`config.mk`:
```
export PLATFORM = sky130hd
export DESIGN_NAME = alu_flag16
export DESIGN_NICKNAME = d
export VERILOG_FILES = /design/src/rtl/alu_flag_pkg.sv /design/src/rtl/alu_operand_cond.sv /design/src/rtl/alu_func_unit.sv /design/src/rtl/alu_status.sv /design/src/rtl/alu_flag16.sv
export SDC_FILE = /design/constraint.sdc
export NUM_CORES = 1
export LEC_CHECK = 0
export BUFFER_PORTS_ARGS = -buffer_cell sky130_fd_sc_hd__buf_2
export CORE_MARGIN = 5
export CORE_UTILIZATION = 50
export DETAILED_ROUTE_END_ITERATION = 8
export PLACE_DENSITY = 0.75
export SLEW_MARGIN = 40
export SYNTH_ARGS = -nofsm -noshare
export SYNTH_HDL_FRONTEND = slang
export SYNTH_HIERARCHICAL = 1
export SYNTH_SLANG_ARGS = --single-unit
```
`constraint.sdc`:
```
create_clock -name clk_i -period 8.15 [get_ports clk_i]
set_clock_uncertainty 0.1 [all_clocks]
set_input_delay 0.815 -clock clk_i [delete_from_list [all_inputs] [get_ports clk_i]]
set_output_delay 0.815 -clock clk_i [all_outputs]
set_load 0.02 [all_outputs]
```
`src/rtl/alu_flag_pkg.sv`:
```
package alu_flag_pkg;

  // Control word, MSB first: zero X, invert X, zero Y, invert Y, function, invert out
  typedef struct packed {
    logic clr_a;
    logic inv_a;
    logic clr_b;
    logic inv_b;
    logic use_sum;
    logic inv_out;
  } alu_ctl_t;

  localparam int CTL_W = $bits(alu_ctl_t);

endpackage

```
`src/rtl/alu_operand_cond.sv`:
```
module alu_operand_cond #(
  parameter int W = 16
) (
  input  logic [W-1:0] din,
  input  logic         clr,
  input  logic         inv,
  output logic [W-1:0] dout
);

  logic [W-1:0] cleared;

  // clear first, then invert
  always_comb begin
    cleared = clr ? '0 : din;
    dout    = inv ? ~cleared : cleared;
  end

endmodule

```
`src/rtl/alu_func_unit.sv`:
```
module alu_func_unit #(
  parameter int W = 16
) (
  input  logic [W-1:0] a,
  input  logic [W-1:0] b,
  input  logic         use_sum,
  input  logic         inv_out,
  output logic [W-1:0] word
);

  logic [W-1:0] and_w;
  logic [W-1:0] sum_w;
  logic [W-1:0] pick_w;

  // both paths always evaluated; sum drops its carry (modulo 2^W)
  always_comb begin
    and_w  = a & b;
    sum_w  = a + b;
    pick_w = use_sum ? sum_w : and_w;
    word   = inv_out ? ~pick_w : pick_w;
  end

endmodule

```
`src/rtl/alu_status.sv`:
```
module alu_status #(
  parameter int W     = 16,
  parameter int SEG_W = 8
) (
  input  logic [W-1:0] word,
  output logic         is_zero,
  output logic         is_neg
);

  localparam int NSEG = W / SEG_W;

  logic [NSEG-1:0] seg_any;

  genvar g;
  generate
    for (g = 0; g < NSEG; g++) begin : g_seg
      assign seg_any[g] = |word[g*SEG_W +: SEG_W];
    end
  endgenerate

  assign is_zero = ~|seg_any;
  assign is_neg  = word[W-1];

endmodule

```
`src/rtl/alu_flag16.sv`:
```
module alu_flag16
  import alu_flag_pkg::*;
#(
  parameter int W     = 16,
  parameter int SEG_W = 8
) (
  input  logic             clk_i,
  input  logic             rst_i,
  input  logic [W-1:0]     x_i,
  input  logic [W-1:0]     y_i,
  input  logic [CTL_W-1:0] ctl_i,
  output logic [W-1:0]     res_o,
  output logic             zr_o,
  output logic             ng_o
);

  alu_ctl_t     ctl;
  logic [W-1:0] a_c;
  logic [W-1:0] b_c;
  logic [W-1:0] word;
  logic         zero_c;
  logic         neg_c;

  assign ctl = alu_ctl_t'(ctl_i);

  alu_operand_cond #(.W(W)) u_cond_x (
    .din (x_i), .clr (ctl.clr_a), .inv (ctl.inv_a), .dout (a_c)
  );

  alu_operand_cond #(.W(W)) u_cond_y (
    .din (y_i), .clr (ctl.clr_b), .inv (ctl.inv_b), .dout (b_c)
  );

  alu_func_unit #(.W(W)) u_func (
    .a (a_c), .b (b_c), .use_sum (ctl.use_sum), .inv_out (ctl.inv_out), .word (word)
  );

  alu_status #(.W(W), .SEG_W(SEG_W)) u_stat (
    .word (word), .is_zero (zero_c), .is_neg (neg_c)
  );

  always_ff @(posedge clk_i) begin
    if (rst_i) begin
      res_o <= '0;
      zr_o  <= 1'b0;
      ng_o  <= 1'b0;
    end else begin
      res_o <= word;
      zr_o  <= zero_c;
      ng_o  <= neg_c;
    end
  end

  AST_RESET_CLEAR: assert property (@(posedge clk_i)
    $past(rst_i) |-> (res_o == '0 && !zr_o && !ng_o));

  AST_ZERO_FLAG: assert property (@(posedge clk_i) disable iff (rst_i)
    !$past(rst_i) |-> (zr_o == (res_o == '0)));

  AST_NEG_FLAG: assert property (@(posedge clk_i) disable iff (rst_i)
    !$past(rst_i) |-> (ng_o == res_o[W-1]));

  AST_CONST_ZERO: assert property (@(posedge clk_i) disable iff (rst_i)
    (!$past(rst_i) && $past(ctl_i) == 6'b101010) |-> (res_o == '0));

  AST_PASS_X: assert property (@(posedge clk_i) disable iff (rst_i)
    (!$past(rst_i) && $past(ctl_i) == 6'b001100) |-> (res_o == $past(x_i)));

  AST_NAND_OUT: assert property (@(posedge clk_i) disable iff (rst_i)
    (!$past(rst_i) && $past(ctl_i) == 6'b000001)
      |-> (res_o == ~($past(x_i) & $past(y_i))));

endmodule

```
==> results of run 1 <==
==> layout make-up <==
type	instances	area (sq um)
sequential	18	360
tap	70	87.6
multi-input combinational	245	2120
timing repair buffer	57	285
fill	504	2180
clock buffer	4	55.1
inverter	3	11.3
==> logic make-up (layout without fill, tap and decap cells) <==
group                      count (synthesis)  in the layout  share of synthesized area [%]
and+or+nand+nor                          110            110                           31.0
AOI/OAI and AO/OA                         54             54                           13.6
xor gates and xnor gates                  53             53                           23.2
buffers and inverters                     23             64                           6.10
DFF                                       18             18                           13.6
adders and majority gates                 17             17                           8.33
muxes                                     11             11                           4.16
==> where the power goes <==
part           switching [mW]  total, mW  internal, mW
clock network          0.0257     0.0686        0.0428
logic                   0.159      0.289         0.129
registers             0.00267      0.106         0.103
total                   0.188      0.463         0.275
==> per-stage QoR <==
step / utilization (%) / worst slack, ns / instances
2_1_floorplan: - / 4.50 / 286
3_3_place_gp: 56.1 / 3.88 / 393
3_5_place_dp: 56.1 / 3.71 / 393
4_1_cts: 57.2 / 3.97 / 397
5_1_grt: 57.2 / 3.60 / 397
6_report: 57.2 / 3.96 / 397
==> synthesized netlist by cell type (4+ instances only) <==
| cell type | n |
|---|---|
| sky130_fd_sc_hd__xnor2_1 | 30 |
| sky130_fd_sc_hd__a21oi_1 | 17 |
| sky130_fd_sc_hd__buf_6 | 4 |
| sky130_fd_sc_hd__nand2_1 | 10 |
| sky130_fd_sc_hd__a31oi_1 | 4 |
| sky130_fd_sc_hd__ha_1 | 16 |
| sky130_fd_sc_hd__dfxtp_1 | 18 |
| sky130_fd_sc_hd__clkbuf_1 | 7 |
| sky130_fd_sc_hd__nand3_1 | 9 |
| sky130_fd_sc_hd__nor4_1 | 5 |
| sky130_fd_sc_hd__and2b_1 | 7 |
| sky130_fd_sc_hd__nand2b_4 | 20 |
| sky130_fd_sc_hd__a21o_1 | 4 |
| sky130_fd_sc_hd__and3_1 | 4 |
| sky130_fd_sc_hd__xnor2_2 | 20 |
| sky130_fd_sc_hd__nor3b_1 | 6 |
| sky130_fd_sc_hd__buf_2 | 4 |
| sky130_fd_sc_hd__mux2i_1 | 11 |
| sky130_fd_sc_hd__nor2b_1 | 14 |
| sky130_fd_sc_hd__o21ai_0 | 8 |
| sky130_fd_sc_hd__nor2_1 | 9 |
| sky130_fd_sc_hd__nand2b_1 | 13 |
==> state kept, by name, indices dropped and copies added (netlist names) <==
signal and count:
res_o 16, ng_o 1, zr_o 1
==> layer usage <==
layer	up-vias	global-route usage [%]
li1	1073	-
met1	939	21.9
met2	51	26.9
met3	5	0.651
met4	0	4.41
met5	-	0
==> layout by cell type, fill, tap and decap left out, drive strengths merged, types with 4 or more instances in the layout <==
cell / instances
nor2b: 14
and3: 6
nor4: 5
nand2b: 33
clkbuf: 4
a21oi: 17
and2b: 7
a31oi: 4
xnor2: 50
buf: 57
mux2i: 11
ha: 16
nand3: 9
dfxtp: 18
nand2: 10
o21ai: 9
nor3b: 6
a21o: 4
nor2: 9
==> final timing paths <==
kind / startpoint / to / cells past startpoint
max: ctl_i[4] / zr_o / 13
min: rst_i / res_o[10] / 2
==> metrics.log, run 1 <==
[metrics] fin. max-slew vios: 0
[metrics] TritonCTS clock tree: yes
[metrics] cell area after layout: 2920 sq um
[metrics] detailed-routed wire length on met3: 229 um
[metrics] element type at the critical path end: register
[metrics] DRC viols: 0
[metrics] GR Util All Layers: 15.9%
[metrics] DIE WIDTH: 82.7 um
[metrics] number of nets in the finished design: 385
[metrics] Main synth FF type: sky130_fd_sc_hd__dfxtp_1
[metrics] worst hold margin: 0.800 ns
[metrics] maximum clock rate: 0.239 GHz
[metrics] number of nets with antenna violations after detailed routing: 0
[metrics] effective utilization at floorplan: 51.8%
[metrics] number of enable flip-flop cells after synthesis: 0
[metrics] global placer's final weighted congestion: 0.920
[metrics] top layer in use: met4
[metrics] maximum number of pins on one net before global-route repair: 38
[metrics] cell type group with the largest total delay on the critical path: compound AO/OA/AOI/OAI gates
[metrics] final routed wire length divided by cell count: 13.1 um
[metrics] TNS Setup: 0 ns
[metrics] sum of met2 wire segment lengths after detailed routing: 2.43 mm
[metrics] Root Buffer Master: sky130_fd_sc_hd__clkbuf_8
[metrics] post-detailed-placement half-perimeter wirelength: 4.28 mm
[metrics] Reg clk slew, reported paths: 0.06 ns
[metrics] Worst Path Class, Setup: input port to register
[metrics] synth unique cells: 52
[metrics] Gate Count Post-Synth: 286
[metrics] WP data required: 8.25 ns
[metrics] Diodes inserted: 0
[metrics] Vert. Die Dim: 82.7 um
[metrics] sum of buffers and inverters on the critical path: 1
[metrics] share of synthesized area occupied by flip-flops and latches: 13.6%
[metrics] number of top-level pins: 58
[metrics] top-area cell type share of the netlist area: 13.6%
[metrics] tightest slew margin relative to the limit: 53.2%
[metrics] number of gates resized after cts: 0
[metrics] number of max-capacitance violations reported: 0
[metrics] setup violators final: 0
[metrics] cts bufs inserted: 3
[metrics] DR vias/cell: 5.21
[metrics] RSZ-0062 raised after global routing: false
[metrics] power per unit of standard cell area: 158 nW/um^2
[metrics] critical path's slowest cell: sky130_fd_sc_hd__buf_2
[metrics] crit start category: input port
[metrics] syn_area_per_cell: 9.25 sq um
[metrics] starting DRC count in detailed routing: 110
[metrics] static leakage power: 1.38 nW
[metrics] syn nets: 343
[metrics] area of the die: 6840 sq um
[metrics] Final Total Pwr: 0.463 mW
[metrics] final critical delay including setup and external delays: 4.19 ns
[metrics] transition time of the tightest slew-check pin: 0.703 ns
[metrics] Synthesis Warnings: 6
[metrics] met1 wire length: 2.48 mm
[metrics] hold violation total from the final report: 0
[metrics] Post-synth ARST share: 0%
[metrics] number of synthesized register bits: 18
[metrics] worst ir drop on vdd: 74.3 uV
[metrics] post-CTS setup buffer count: 0
[metrics] critical-path cell list: buf_2, xnor2_1, ha_1, fa_1, a21o_1, a221oi_2, a2bb2oi_1, nor3_1, nor4_1, o311ai_0, nor4_1, and4_1, and2b_1
[metrics] quantity of I/O buffers inserted on ports: 57
[metrics] stage delay of the slowest cell on the critical path: 0.51 ns
[metrics] Area Growth Syn to Fin: 10.5%
[metrics] clock net sink count: 18
[metrics] hold buffer count at cts: 0
[metrics] most used cell, CP: sky130_fd_sc_hd__nor4_1
[metrics] largest fanout of any net on the critical path: 16
[metrics] critical path data arrival time: 4.29 ns
[metrics] Placed Instance Area: 2870 sq um
[metrics] share of cells above drive strength 1: 32.4%
[metrics] status: complete, no violations
[metrics] Netlist Area Pre-Place: 2650 sq um
[metrics] wire length of the first global-routing pass: 8.67 mm
[metrics] First-pass DRT Iterations: 4
[metrics] top post-synthesis cells by area: sky130_fd_sc_hd__dfxtp_1 14%, sky130_fd_sc_hd__xnor2_2 12%, sky130_fd_sc_hd__nand2b_4 10%, sky130_fd_sc_hd__xnor2_1 9.9%, sky130_fd_sc_hd__ha_1 7.6%
[metrics] total via count after detailed routing: 2068
[metrics] via count of the first global-routing pass: 1941
[metrics] number of buffers on the longest clock path: 2
[metrics] library cell with the largest summed area after synthesis: sky130_fd_sc_hd__dfxtp_1
[metrics] placeable core region: 5110 sq um
[metrics] detailed-route wire length: 5.20 mm
[metrics] total congestion overflow after global routing: 0
[metrics] cell row count: 26
[metrics] antenna violations before repair: 0
[metrics] part of the cycle the worst path needs: 51.4%
[metrics] hold crit path type: input port to register
[metrics] depth of the CTS H-tree: 1
(Power assumes the default switching activity.)
==> inputs of run 2 (changes only) <==
==> constraint.sdc (replaced) <==
create_clock -name clk_i -period 4.4 [get_ports clk_i]
set_clock_uncertainty 0.1 [all_clocks]
set_input_delay 0.44 -clock clk_i [delete_from_list [all_inputs] [get_ports clk_i]]
set_output_delay 0.44 -clock clk_i [all_outputs]
set_load 0.02 [all_outputs]
==> run 2 against run 1 <==
Sequential power grew 85%. Utilization grew 0.29 points. Via count up 1.3%. First-iteration DRC count is 1.8% higher. Clock power increased by 81%. Hold slack got worse by 0.36 ns. Combinational power grew 85%. Design area increased by 0.51%. Sequential share of layout area down 0.063 points.
==> metrics.log, run 2 (synthesis results as in run 1) <==
[metrics] tightest slew margin relative to the limit: 52.9%
[metrics] number of top-level pins: 58
[metrics] TritonCTS clock tree: yes
[metrics] maximum clock rate: 0.267 GHz
[metrics] Largest register FFs: 16
[metrics] static leakage power: 1.39 nW
[metrics] Worst Path Class, Setup: input port to register
[metrics] cell row count: 26
[metrics] share of cells above drive strength 1: 32.8%
[metrics] GR Util All Layers: 15.4%
[metrics] fin. max-slew vios: 0
[metrics] TNS Setup: 0 ns
[metrics] total congestion overflow after global routing: 0
[metrics] starting DRC count in detailed routing: 112
[metrics] final critical delay including setup and external delays: 3.74 ns
[metrics] placeable core region: 5110 sq um
[metrics] most frequent standard cell in the layout excluding fill and tap cells: sky130_fd_sc_hd__buf_2
[metrics] final routed wire length divided by cell count: 12.8 um
[metrics] First-pass DRT Iterations: 4
[metrics] DR vias/cell: 5.25
[metrics] critical path data arrival time: 3.83 ns
[metrics] biggest regs: res_o: 16 flops, ng_o: 1 flops, zr_o: 1 flops
[metrics] leading cell types in the layout, fill and taps excluded: 57 x sky130_fd_sc_hd__buf_2, 30 x sky130_fd_sc_hd__xnor2_1, 20 x sky130_fd_sc_hd__nand2b_4, 20 x sky130_fd_sc_hd__xnor2_2, 18 x sky130_fd_sc_hd__dfxtp_1
[metrics] maximum number of pins on one net before global-route repair: 38
[metrics] Area Growth Syn to Fin: 11.1%
[metrics] Filler Cell Count: 498
[metrics] crit start category: input port
[metrics] part of the cycle the worst path needs: 85.0%
[metrics] detailed-route wire length: 5.12 mm
[metrics] number of gates resized after cts: 0
[metrics] Diodes inserted: 0
[metrics] status: complete, no violations
[metrics] hold buffer count at cts: 0
[metrics] setup violators final: 0
[metrics] WP data required: 4.49 ns
[metrics] detailed-routed wire length on met3: 224 um
[metrics] number of nets with antenna violations after detailed routing: 0
[metrics] transition time of the tightest slew-check pin: 0.706 ns
[metrics] DRC viols: 0
[metrics] clock net sink count: 18
[metrics] largest fanout of any net on the critical path: 13
[metrics] final core occ: 57.5%
[metrics] quantity of I/O buffers inserted on ports: 57
[metrics] global placer's final weighted congestion: 0.934
[metrics] Root Buffer Master: sky130_fd_sc_hd__clkbuf_8
[metrics] effective utilization at floorplan: 51.8%
[metrics] RSZ-0062 raised after global routing: false
[metrics] post-detailed-placement half-perimeter wirelength: 4.30 mm
[metrics] sum of met2 wire segment lengths after detailed routing: 2.43 mm
[metrics] worst ir drop on vdd: 158 uV
[metrics] power per unit of standard cell area: 291 nW/um^2
[metrics] hold violation total from the final report: 0
[metrics] via count of the first global-routing pass: 1919
[metrics] register with the most flip-flops: res_o
[metrics] total via count after detailed routing: 2095
[metrics] wire length of the first global-routing pass: 8.45 mm
[metrics] element type at the critical path end: register
[metrics] area of the die: 6840 sq um
[metrics] Vert. Die Dim: 82.7 um
[metrics] met1 wire length: 2.40 mm
[metrics] hold crit path type: input port to register
[metrics] number of nets in the finished design: 387
[metrics] post-CTS setup buffer count: 0
[metrics] depth of the CTS H-tree: 1
[metrics] number of max-capacitance violations reported: 0
[metrics] cts bufs inserted: 3
[metrics] number of buffers on the longest clock path: 2
[metrics] top layer in use: met4
[metrics] Reg clk slew, reported paths: 0.06 ns
[metrics] antenna violations before repair: 0
[metrics] DIE WIDTH: 82.7 um
==> run 2: changes by cell type in the layout (fill, tap and decap cells not counted) <==
cell                    delta
sky130_fd_sc_hd__buf_4     +2
==> run 2: power breakdown <==
| part | switching (mW) | internal (mW) | total (mW) |
|---|---|---|---|
| logic | 0.293 | 0.241 | 0.534 |
| registers | 0.00522 | 0.191 | 0.196 |
| clock network | 0.0446 | 0.0792 | 0.124 |
==> run 2: routing by layer <==
metal | vias up | track usage (%)
met1 | 953 | 20.2
li1 | 1083 | -
met2 | 52 | 27.4
met3 | 7 | 0.434
met4 | 0 | 4.08
met5 | - | 0
==> run 2: through the flow <==
stage          hold WS (ns)  setup WS, ns  area, sq um  power (mW)  instances
2_1_floorplan         0.412          1.13         2650       0.623        286
3_3_place_gp          0.689         0.633         2880       0.722        395
3_5_place_dp          0.689         0.480         2880       0.731        395
4_1_cts               0.432         0.721         2940       0.858        399
5_1_grt               0.454         0.468         2940       0.919        399
6_report              0.437         0.659         2940       0.854        399
==> run 2: critical path: stages <==
cell,delay [ns]
sky130_fd_sc_hd__buf_2,0.40
sky130_fd_sc_hd__xnor2_1,0.14
sky130_fd_sc_hd__ha_1,0.25
sky130_fd_sc_hd__fa_1,0.41
sky130_fd_sc_hd__a21o_1,0.22
sky130_fd_sc_hd__a221oi_2,0.41
sky130_fd_sc_hd__a2bb2oi_1,0.48
sky130_fd_sc_hd__nor3_1,0.10
sky130_fd_sc_hd__nor4_1,0.18
sky130_fd_sc_hd__o311ai_0,0.23
sky130_fd_sc_hd__nor4_1,0.25
sky130_fd_sc_hd__and4_1,0.21
sky130_fd_sc_hd__and2b_1,0.12
==> run 2: worst paths after layout <==
check	startpoint	end	slack, ns	cells past startpoint
setup / recovery	ctl_i[2]	zr_o	0.66	13
hold / removal	rst_i	res_o[8]	0.44	2
==> run 2: final cells by class <==
cell class / instances / area [sq um] / share of cell area [%]
clock buffer: 4 / 55.1 / 1.87
inverter: 3 / 11.3 / 0.383
multi-input combinational: 245 / 2120 / 72.3
sequential: 18 / 360 / 12.3
tap: 70 / 87.6 / 2.98
timing repair buffer: 59 / 300 / 10.2
==> inputs of run 3 (changes only) <==
--- a/config.mk
+++ b/config.mk
@@ -9,9 +9,8 @@
 export CORE_MARGIN = 5
 export CORE_UTILIZATION = 50
 export DETAILED_ROUTE_END_ITERATION = 8
-export PLACE_DENSITY = 0.75
+export PLACE_DENSITY = 0.77
 export SLEW_MARGIN = 40
 export SYNTH_ARGS = -nofsm -noshare
 export SYNTH_HDL_FRONTEND = slang
-export SYNTH_HIERARCHICAL = 1
 export SYNTH_SLANG_ARGS = --single-unit
==> run 3 against run 2 <==
Synthesized cell count up 5.9%. Maximum frequency grew 3.2%. Hold slack lost 0.00082 ns. Worst setup slack improved by 0.12 ns. Die area down 9.4%. Global-route usage is 2.9 points higher. Non-clock buffer count shrank 1. Critical path depth is 1 lower. Cell count unchanged. Sequential share of layout area increased by 0.40 points. Design area decreased by 8.5%. Critical path type unchanged. Critical endpoint unchanged. Largest power group unchanged.
==> metrics.log, run 3 <==
[metrics] status: complete, no violations
[metrics] share of synthesized area occupied by flip-flops and latches: 14.4%
[metrics] wire length of the first global-routing pass: 9.33 mm
[metrics] cell with the most instances after synthesis: sky130_fd_sc_hd__xnor2_1
[metrics] transition time of the tightest slew-check pin: 0.750 ns
[metrics] element type at the critical path end: register
[metrics] DIE WIDTH: 78.7 um
[metrics] cell area after layout: 2690 sq um
[metrics] sum of met2 wire segment lengths after detailed routing: 2.62 mm
[metrics] hold crit path type: input port to register
[metrics] Filler Cell Count: 441
[metrics] starting DRC count in detailed routing: 140
[metrics] clock net sink count: 17
[metrics] cts bufs inserted: 3
[metrics] hold buffer count at cts: 0
[metrics] startpoint of the worst setup timing path: ctl_i[2]
[metrics] antenna violations before repair: 0
[metrics] Main synth FF type: sky130_fd_sc_hd__dfxtp_1
[metrics] worst ir drop on vdd: 110 uV
[metrics] placeable core region: 4660 sq um
[metrics] crit start category: input port
[metrics] Largest register FFs: 16
[metrics] TNS Setup: 0 ns
[metrics] largest fanout of any net on the critical path: 16
[metrics] Gate Count Post-Synth: 303
[metrics] Vert. Die Dim: 78.7 um
[metrics] WP data required: 4.47 ns
[metrics] RSZ-0062 raised after global routing: false
[metrics] final critical delay including setup and external delays: 3.62 ns
[metrics] quantity of I/O buffers inserted on ports: 57
[metrics] number of gates resized after cts: 0
[metrics] depth of the CTS H-tree: 1
[metrics] top layer in use: met4
[metrics] via count of the first global-routing pass: 2033
[metrics] TritonCTS clock tree: yes
[metrics] detailed-routed wire length on met3: 318 um
[metrics] critical path data arrival time: 3.70 ns
[metrics] area of the die: 6200 sq um
[metrics] biggest regs: res_o: 16 flops, zr_o: 1 flops
[metrics] part of the cycle the worst path needs: 82.3%
[metrics] Worst Setup EP: zr_o
[metrics] syn nets: 360
[metrics] number of nets in the finished design: 403
[metrics] global placer's final weighted congestion: 0.851
[metrics] Final Worst Setup Slack: 0.777 ns
[metrics] Post-synth ARST share: 0%
[metrics] effective utilization at floorplan: 50.7%
[metrics] maximum clock rate: 0.276 GHz
[metrics] power per unit of standard cell area: 312 nW/um^2
[metrics] final core occ: 57.7%
[metrics] Worst Path Class, Setup: input port to register
[metrics] fin. max-slew vios: 0
[metrics] leading cell types in the layout, fill and taps excluded: 57 x sky130_fd_sc_hd__buf_2, 48 x sky130_fd_sc_hd__xnor2_1, 35 x sky130_fd_sc_hd__nand2b_1, 20 x sky130_fd_sc_hd__nor2_1, 17 x sky130_fd_sc_hd__dfxtp_1
[metrics] First-pass DRT Iterations: 5
[metrics] static leakage power: 1.12 nW
[metrics] Area Growth Syn to Fin: 13.8%
[metrics] top-area cell type share of the netlist area: 17.8%
[metrics] number of enable flip-flop cells after synthesis: 0
[metrics] post-detailed-placement half-perimeter wirelength: 4.56 mm
[metrics] DR vias/cell: 5.66
[metrics] pre-CTS setup slack: 0.499 ns
[metrics] cell row count: 25
[metrics] number of nets with antenna violations after detailed routing: 0
[metrics] top post-synthesis cells by area: sky130_fd_sc_hd__xnor2_1 18%, sky130_fd_sc_hd__dfxtp_1 14%, sky130_fd_sc_hd__nand2b_1 9.3%, sky130_fd_sc_hd__ha_1 8.5%, sky130_fd_sc_hd__nor2_1 3.2%
[metrics] most frequent standard cell in the layout excluding fill and tap cells: sky130_fd_sc_hd__buf_2
[metrics] final routed wire length divided by cell count: 14.1 um
[metrics] detailed-route wire length: 5.64 mm
[metrics] Root Buffer Master: sky130_fd_sc_hd__clkbuf_8
[metrics] leading cell types by count after synthesis: 48 x sky130_fd_sc_hd__xnor2_1, 35 x sky130_fd_sc_hd__nand2b_1, 20 x sky130_fd_sc_hd__nor2_1
[metrics] Final Total Pwr: 0.838 mW
[metrics] post-CTS setup buffer count: 0
[metrics] DRC viols: 0
[metrics] number of buffers on the longest clock path: 2
[metrics] Placed Instance Area: 2640 sq um
[metrics] Netlist Area Pre-Place: 2360 sq um
[metrics] number of synthesized register bits: 17
[metrics] maximum number of pins on one net before global-route repair: 30
[metrics] setup violators final: 0
[metrics] number of max-capacitance violations reported: 0
[metrics] GR Util All Layers: 18.3%
[metrics] Reg clk slew, reported paths: 0.06 ns
[metrics] hold violation total from the final report: 0
[metrics] total congestion overflow after global routing: 0
[metrics] syn_area_per_cell: 7.80 sq um
[metrics] tightest slew margin relative to the limit: 50.0%
[metrics] Synthesis Warnings: 0
[metrics] share of cells above drive strength 1: 21.7%
[metrics] total via count after detailed routing: 2260
[metrics] Diodes inserted: 0
[metrics] met1 wire length: 2.62 mm
[metrics] number of top-level pins: 58
[metrics] synth unique cells: 61
[metrics] library cell with the largest summed area after synthesis: sky130_fd_sc_hd__xnor2_1
[metrics] register with the most flip-flops: res_o
## run 3: kinds of logic after synthesis
| logic type | synth area share, % |
|---|---|
| mux | 2.54 |
| buf+inv | 4.02 |
| xor+xnor | 18.5 |
| fa+ha+maj | 9.32 |
| compound gates | 22.0 |
| flops | 14.4 |
| simple gates | 29.2 |
## run 3: area by class of cell
type | count | area, sq um | share of cell area, %
Timing Repair Buffer | 58 | 293 | 10.9
Tap cell | 54 | 67.6 | 2.51
Clock buffer | 4 | 45.0 | 1.68
Multi-Input combinational cell | 262 | 1930 | 71.7
Inverter | 4 | 15.0 | 0.559
Sequential cell | 17 | 340 | 12.7
## run 3: worst min path at each step
stage / startpoint / endpoint / slack, ns / cells past startpoint
floorplan: rst_i / res_o[8] / 0.41 / 1
global placement: rst_i / res_o[9] / 0.69 / 2
detailed placement: rst_i / res_o[3] / 0.69 / 2
CTS: rst_i / res_o[9] / 0.43 / 2
global route: rst_i / res_o[2] / 0.44 / 2
finish: rst_i / res_o[9] / 0.44 / 2
## run 3: metrics by stage
step	cells	hold WS, ns
after global placement	395	0.689
after detailed placement	395	0.692
after CTS	399	0.433
after floorplan	303	0.409
after global routing	399	0.442
final	399	0.436
## run 3: layer usage
| metal | track usage (%) | vias up |
|---|---|---|
| met5 | 0 | - |
| met3 | 1.70 | 8 |
| met4 | 8.57 | 0 |
| met2 | 29.5 | 75 |
| met1 | 24.5 | 1006 |
| li1 | - | 1171 |
## run 3: worst max-delay path, stage by stage
cell,delay (ns)
sky130_fd_sc_hd__buf_2,0.35
sky130_fd_sc_hd__xnor2_1,0.15
sky130_fd_sc_hd__ha_1,0.29
sky130_fd_sc_hd__fa_1,0.44
sky130_fd_sc_hd__a211o_1,0.34
sky130_fd_sc_hd__a2111oi_2,0.49
sky130_fd_sc_hd__a211o_1,0.20
sky130_fd_sc_hd__nand3_1,0.08
sky130_fd_sc_hd__nor4_1,0.27
sky130_fd_sc_hd__nand3_1,0.13
sky130_fd_sc_hd__a2111o_1,0.41
sky130_fd_sc_hd__nor3_2,0.11
## run 3: report_power, final
group	leakage, nW	total (mW)	switching, mW	internal [mW]
logic	0.954	0.544	0.310	0.234
clock network	0.0228	0.108	0.0443	0.0640
registers	0.141	0.186	0.00530	0.181
